==> config.mk <==
export PLATFORM = sky130hd
export DESIGN_NAME = pci_inwin_decode
export DESIGN_NICKNAME = d
export VERILOG_FILES = /design/src/rtl/inwin_pkg.sv /design/src/rtl/inwin_reg.sv /design/src/rtl/inwin_match.sv /design/src/rtl/inwin_prio.sv /design/src/rtl/pci_inwin_decode.sv
export SDC_FILE = /design/constraint.sdc
export NUM_CORES = 1
export LEC_CHECK = 0
export CAP_MARGIN = 25
export CORE_ASPECT_RATIO = 0.6
export CORE_MARGIN = 4
export CORE_UTILIZATION = 48
export CTS_BUF_LIST = sky130_fd_sc_hd__clkbuf_4 sky130_fd_sc_hd__clkbuf_8
export DETAILED_ROUTE_END_ITERATION = 7
export PLACE_DENSITY_LB_ADDON = 0.08
export SYNTH_ARGS = -nofsm -noshare
export SYNTH_HDL_FRONTEND = slang
export SYNTH_SLANG_ARGS = --single-unit
==> constraint.sdc <==
create_clock -name clk -period 2 [get_ports clk]
set_clock_uncertainty 0.1 [all_clocks]
set_input_delay 0.3 -clock clk [delete_from_list [all_inputs] [get_ports clk]]
set_output_delay 0.3 -clock clk [all_outputs]
set_load 0.1 [all_outputs]
==> src/rtl/inwin_pkg.sv <==
package inwin_pkg;

    localparam int NUM_WIN    = 3;
    localparam int SEL_W      = 2;
    localparam int DATA_W     = 32;
    localparam int GRAN_LSB   = 20;
    localparam int CMP_W      = DATA_W - GRAN_LSB;
    localparam int MLO_W      = 9;
    localparam int MHI_W      = CMP_W - MLO_W;

    localparam int BASE_LSB   = 20;
    localparam int MLO_LSB    = 4;
    localparam int MHI_LSB    = MLO_LSB + MLO_W;
    localparam int PREF_BIT   = 3;

    localparam logic [MHI_W-1:0] MHI_FIXED = '1;
    localparam logic [CMP_W-1:0] BASE_RST  = '0;
    localparam logic [MLO_W-1:0] MLO_RST   = '0;
    localparam logic             PREF_RST  = 1'b1;

    typedef struct packed {
        logic [CMP_W-1:0] base;
        logic [MLO_W-1:0] mask_lo;
        logic             pref;
    } win_state_t;

    typedef struct packed {
        logic             valid;
        logic [SEL_W-1:0] win;
        logic             pref;
    } hit_t;

    function automatic logic [CMP_W-1:0] full_mask(input win_state_t s);
        return {MHI_FIXED, s.mask_lo};
    endfunction

    function automatic logic [CMP_W-1:0] eff_base(input win_state_t s);
        return s.base & full_mask(s);
    endfunction

    function automatic win_state_t unpack_word(input logic [DATA_W-1:0] w);
        win_state_t s;
        s.base    = w[BASE_LSB +: CMP_W];
        s.mask_lo = w[MLO_LSB +: MLO_W];
        s.pref    = w[PREF_BIT];
        return s;
    endfunction

    function automatic logic [DATA_W-1:0] pack_word(input win_state_t s);
        logic [DATA_W-1:0] w;
        w                       = '0;
        w[BASE_LSB +: CMP_W]    = s.base;
        w[MHI_LSB +: MHI_W]     = MHI_FIXED;
        w[MLO_LSB +: MLO_W]     = s.mask_lo;
        w[PREF_BIT]             = s.pref;
        return w;
    endfunction

endpackage

==> src/rtl/inwin_reg.sv <==
module inwin_reg
    import inwin_pkg::*;
(
    input  logic       clk,
    input  logic       rst,
    input  logic       wr_en,
    input  win_state_t wr_val,
    output win_state_t state
);

    win_state_t state_q;

    always_ff @(posedge clk) begin
        if (rst) begin
            state_q.base    <= BASE_RST;
            state_q.mask_lo <= MLO_RST;
            state_q.pref    <= PREF_RST;
        end else if (wr_en) begin
            state_q <= wr_val;
        end
    end

    assign state = state_q;

endmodule

==> src/rtl/inwin_match.sv <==
module inwin_match
    import inwin_pkg::*;
(
    input  logic [CMP_W-1:0] addr_hi,
    input  win_state_t       state,
    output logic             match
);

    logic [CMP_W-1:0] mask;
    logic [CMP_W-1:0] ebase;

    always_comb begin
        mask  = full_mask(state);
        ebase = eff_base(state);
        match = ((addr_hi & mask) == ebase);
    end

endmodule

==> src/rtl/inwin_prio.sv <==
module inwin_prio
    import inwin_pkg::*;
#(
    parameter int N = NUM_WIN
) (
    input  logic [N-1:0] match,
    input  logic [N-1:0] pref,
    output hit_t         hit
);

    always_comb begin
        hit = '0;
        for (int i = N - 1; i >= 0; i--) begin
            if (match[i]) begin
                hit.valid = 1'b1;
                hit.win   = SEL_W'(i);
                hit.pref  = pref[i];
            end
        end
    end

endmodule

==> src/rtl/pci_inwin_decode.sv <==
module pci_inwin_decode
    import inwin_pkg::*;
(
    input  logic              clk,
    input  logic              rst,
    input  logic              reg_wr,
    input  logic [SEL_W-1:0]  reg_sel,
    input  logic [DATA_W-1:0] reg_wdata,
    output logic [DATA_W-1:0] reg_rdata,
    input  logic [DATA_W-1:0] addr,
    output logic              hit_valid,
    output logic [SEL_W-1:0]  hit_win,
    output logic              hit_pref
);

    win_state_t         win_st [NUM_WIN];
    logic [NUM_WIN-1:0] win_match;
    logic [NUM_WIN-1:0] win_pref;
    win_state_t         wr_val;
    hit_t               hit;
    logic               unused_bits;

    assign wr_val      = unpack_word(reg_wdata);
    assign unused_bits = ^{addr[GRAN_LSB-1:0]};

    for (genvar g = 0; g < NUM_WIN; g++) begin : g_win
        inwin_reg u_reg (
            .clk    (clk),
            .rst    (rst),
            .wr_en  (reg_wr && (reg_sel == SEL_W'(g))),
            .wr_val (wr_val),
            .state  (win_st[g])
        );

        inwin_match u_match (
            .addr_hi (addr[DATA_W-1:GRAN_LSB]),
            .state   (win_st[g]),
            .match   (win_match[g])
        );

        assign win_pref[g] = win_st[g].pref;
    end

    inwin_prio #(.N(NUM_WIN)) u_prio (
        .match (win_match),
        .pref  (win_pref),
        .hit   (hit)
    );

    always_comb begin
        reg_rdata = '0;
        for (int i = 0; i < NUM_WIN; i++) begin
            if (reg_sel == SEL_W'(i)) begin
                reg_rdata = pack_word(win_st[i]);
            end
        end
    end

    assign hit_valid = hit.valid;
    assign hit_win   = hit.win;
    assign hit_pref  = hit.pref;

endmodule

==> flow_summary_export.csv <==
group,metric,value,unit
clock_tree,clk_latency,330,ps
worst_setup_path,cp-start-kind,"flop",
power,p_per_area,672,nW/um^2
worst_setup_path,slowest_stage,"or3_4",
yosys,syn_area,3340,um^2
yosys,synth.top_cell.area_share,39.6,%
yosys,syn_inst,446,
detailed_routing,viasPerCell,5.53,
outcome,violations,"setup timing",
power,leakage,2.10,nW
yosys,avgSynthCellArea,7.48,um^2
outcome,status,"finished, violations left",
layout,largest_reg_flops,66,
layout,num_antenna_cells,0,
detailed_routing,drc,0,
layout,nFillCells,505,
worst_setup_path,worstPathArrival,2060,ps
floorplanning,boundaryPins,105,
clock_tree,htreeDepth,3,
yosys,ys_ff_latch,66,
floorplanning,die_h,72.6,um
worst_setup_path,crit_type,"flop to output port",
floorplanning,die-width,116,um
timing,finalCritPeriodShare,123,%
timing,setup_tns,-1490,ps
layout,multi_input_area,2110,um^2
detailed_routing,routed_wl,11100,um
timing,rsz0062_at_grt,"yes",
worst_setup_path,crit_required,1600,ps
timing,setup_viol,4,
grt,grt_pass1_wl,17000,um
worst_setup_path,critPathMaxStageDelay,380,ps
layout,drive_gt1_share,26.8,%
detailed_routing,dr.pass1.iters,7,
power,irDropWorstVdd,0.494,mV
floorplanning,die_area,8390,um^2
grt,first_global_vias,3437,
place,hpwl,8000,um
floorplanning,coreArea,6710,um^2
worst_setup_path,crit_chain,"xor2_1 > a22oi_1 > nand4_1 > or3_4 > a31oi_4 > buf_12",
layout,syn2layout_area_growth,54.3,%
layout,finalNonFillerCells,635,
hold_path,hold_path_class,"input port to flop",
timing,fin_ws,-456,ps
grt,grt-ovfl-total,0,
yosys,yosysTopAreaCell,"dfxtp_1",
place,portBuffers,67,
yosys,ys_types,27,
yosys,ys.warnings.count,0,
detailed_routing,ant_nets,0,
worst_setup_path,cp_top_family,"simple AND/OR/NAND/NOR gates",
detailed_routing,vias,3511,
yosys,synth_area_leaders,"dfxtp_1 (40%), nand2_1 (18%), a21oi_1 (9.4%)",
clock_tree,cts_buffers,9,
floorplanning,rows,23,
worst_setup_path,cp-end-kind,"output port",
worst_setup_path,cp.buffers_inverters,1,
clock_tree,clk_path_buf_depth,2,
worst_setup_path,path_max_fanout,3,
grt,antenna_found_initial,0,
timing,finalHoldViolations,0,
timing,period_minus_slack,2460,ps
timing,slew_viol_final,0,
layout,finalNetCount,613,
clock_tree,cts-root-buf,"clkbuf_8",
detailed_routing,routedWlPerCell,17.4,um
floorplanning,initial_core_util,49.8,%
clock_tree,cts.sinks,66,
grt,grt_max_degree,67,
layout,register_area,1330,um^2
flow_run,cap_viol_max_count,0,
power,p_total,3.46,mW
detailed_routing,drt_iter0_markers,321,
grt,track_usage,26.7,%
timing,max_freq,407,MHz
place,dpl_worst_slack,-657,ps
clock_tree,clkTransAtPathRegs,70,ps
yosys,yosysSeqAreaShare,39.6,%
clock_tree,cts_tree,"done",
place,placed_cells,616,
timing,hold_slack,338,ps
place,gp_routability_congestion,0.918,
-- final timing paths --
| check | depth (start not counted) | slack, ps | end | startpoint |
|---|---|---|---|---|
| setup / recovery | 6 | -460 | hit_pref | g_win[1].u_reg.state[10]$_SDFFE_PP0P_ |
| hold / removal | 3 | 340 | g_win[2].u_reg.state[3]$_SDFFE_PP0P_ | rst |
| setup reg to reg | 3 | 1150 | g_win[2].u_reg.state[10]$_SDFFE_PP0P_ | g_win[2].u_reg.state[10]$_SDFFE_PP0P_ |
| hold reg to reg | 2 | 380 | g_win[1].u_reg.state[14]$_SDFFE_PP0P_ | g_win[1].u_reg.state[14]$_SDFFE_PP0P_ |
-- layer usage --
metal | track usage [%] | wire [um] | vias to the layer above
met5 | 0 | 0 | -
met4 | 7.59 | 130 | 0
met3 | 6.79 | 937 | 20
met2 | 45.1 | 5160 | 169
met1 | 34.2 | 4830 | 1659
li1 | - | - | 1663
-- kinds of logic (layout without fill, tap and decap cells) --
group | count (synthesis) | count (layout) | share of synthesized area (%)
flops | 66 | 66 | 39.6
xor+xnor | 36 | 36 | 9.45
compound gates | 99 | 99 | 16.0
other cells | 1 | 7 | 0.112
simple gates | 184 | 184 | 22.6
mux | 22 | 22 | 6.60
buf+inv | 38 | 134 | 5.62
-- synth_stat cells, drive strengths merged --
| cell | count |
|---|---|
| a31oi | 1 |
| or2 | 1 |
| buf | 18 |
| mux2i | 22 |
| or3b | 1 |
| nand3b | 5 |
| nor2 | 2 |
| xor2 | 36 |
| and2 | 1 |
| dfxtp | 66 |
| or3 | 1 |
| conb | 1 |
| and3b | 1 |
| clkbuf | 19 |
| a222oi | 1 |
| inv | 1 |
| o2111ai | 1 |
| a22oi | 11 |
| o21ai | 22 |
| nor3b | 1 |
| nor2b | 1 |
| and4 | 1 |
| a21oi | 63 |
| nand4 | 2 |
| nor3 | 6 |
| nand2 | 161 |
-- what timing repair did --
item                       CTS  global route
hold buffers                 0             0
resized for setup           31             3
setup endpoints to repair   25             4
buffers inserted             4             1
pin swaps                   16             7
-- power by group --
| part | switching, mW | internal (mW) |
|---|---|---|
| Clock | 0.480 | 0.683 |
| Sequential | 0.0404 | 1.36 |
| Combinational | 0.562 | 0.332 |
| Total | 1.08 | 2.38 |
-- cell usage in the layout, fill, tap and decap left out, drive strengths merged, types with 2 or more instances in the layout --
master / count
clkdlybuf4s50: 23
nor3: 6
dlygate4sd2: 13
clkbuf: 13
nor2: 2
o21ai: 22
buf: 82
nand3b: 5
dfxtp: 66
xor2: 36
mux2i: 22
a21oi: 63
a22oi: 11
nand2: 161
conb: 7
nand4: 2
-- layout make-up --
type	instances	share of cell area [%]
Tap cell	87	2.11
Clock buffer	13	3.35
Sequential cell	66	25.9
Inverter	1	0.0729
Clock inverter	2	0.680
Multi-Input combinational cell	348	41.0
Timing Repair Buffer	118	26.8
-- stage by stage --
step / util, % / area, um^2
after floorplan: - / 3580
after global routing: 76.8 / 5150
after global placement: 72.4 / 4860
final: 76.8 / 5150
after detailed placement: 72.4 / 4860
after CTS: 76.6 / 5140
-- worst min-delay path: stages --
cell     delay (ps)
buf_2           110
buf_12          190
a21oi_1         130
(Power assumes the default switching activity.)
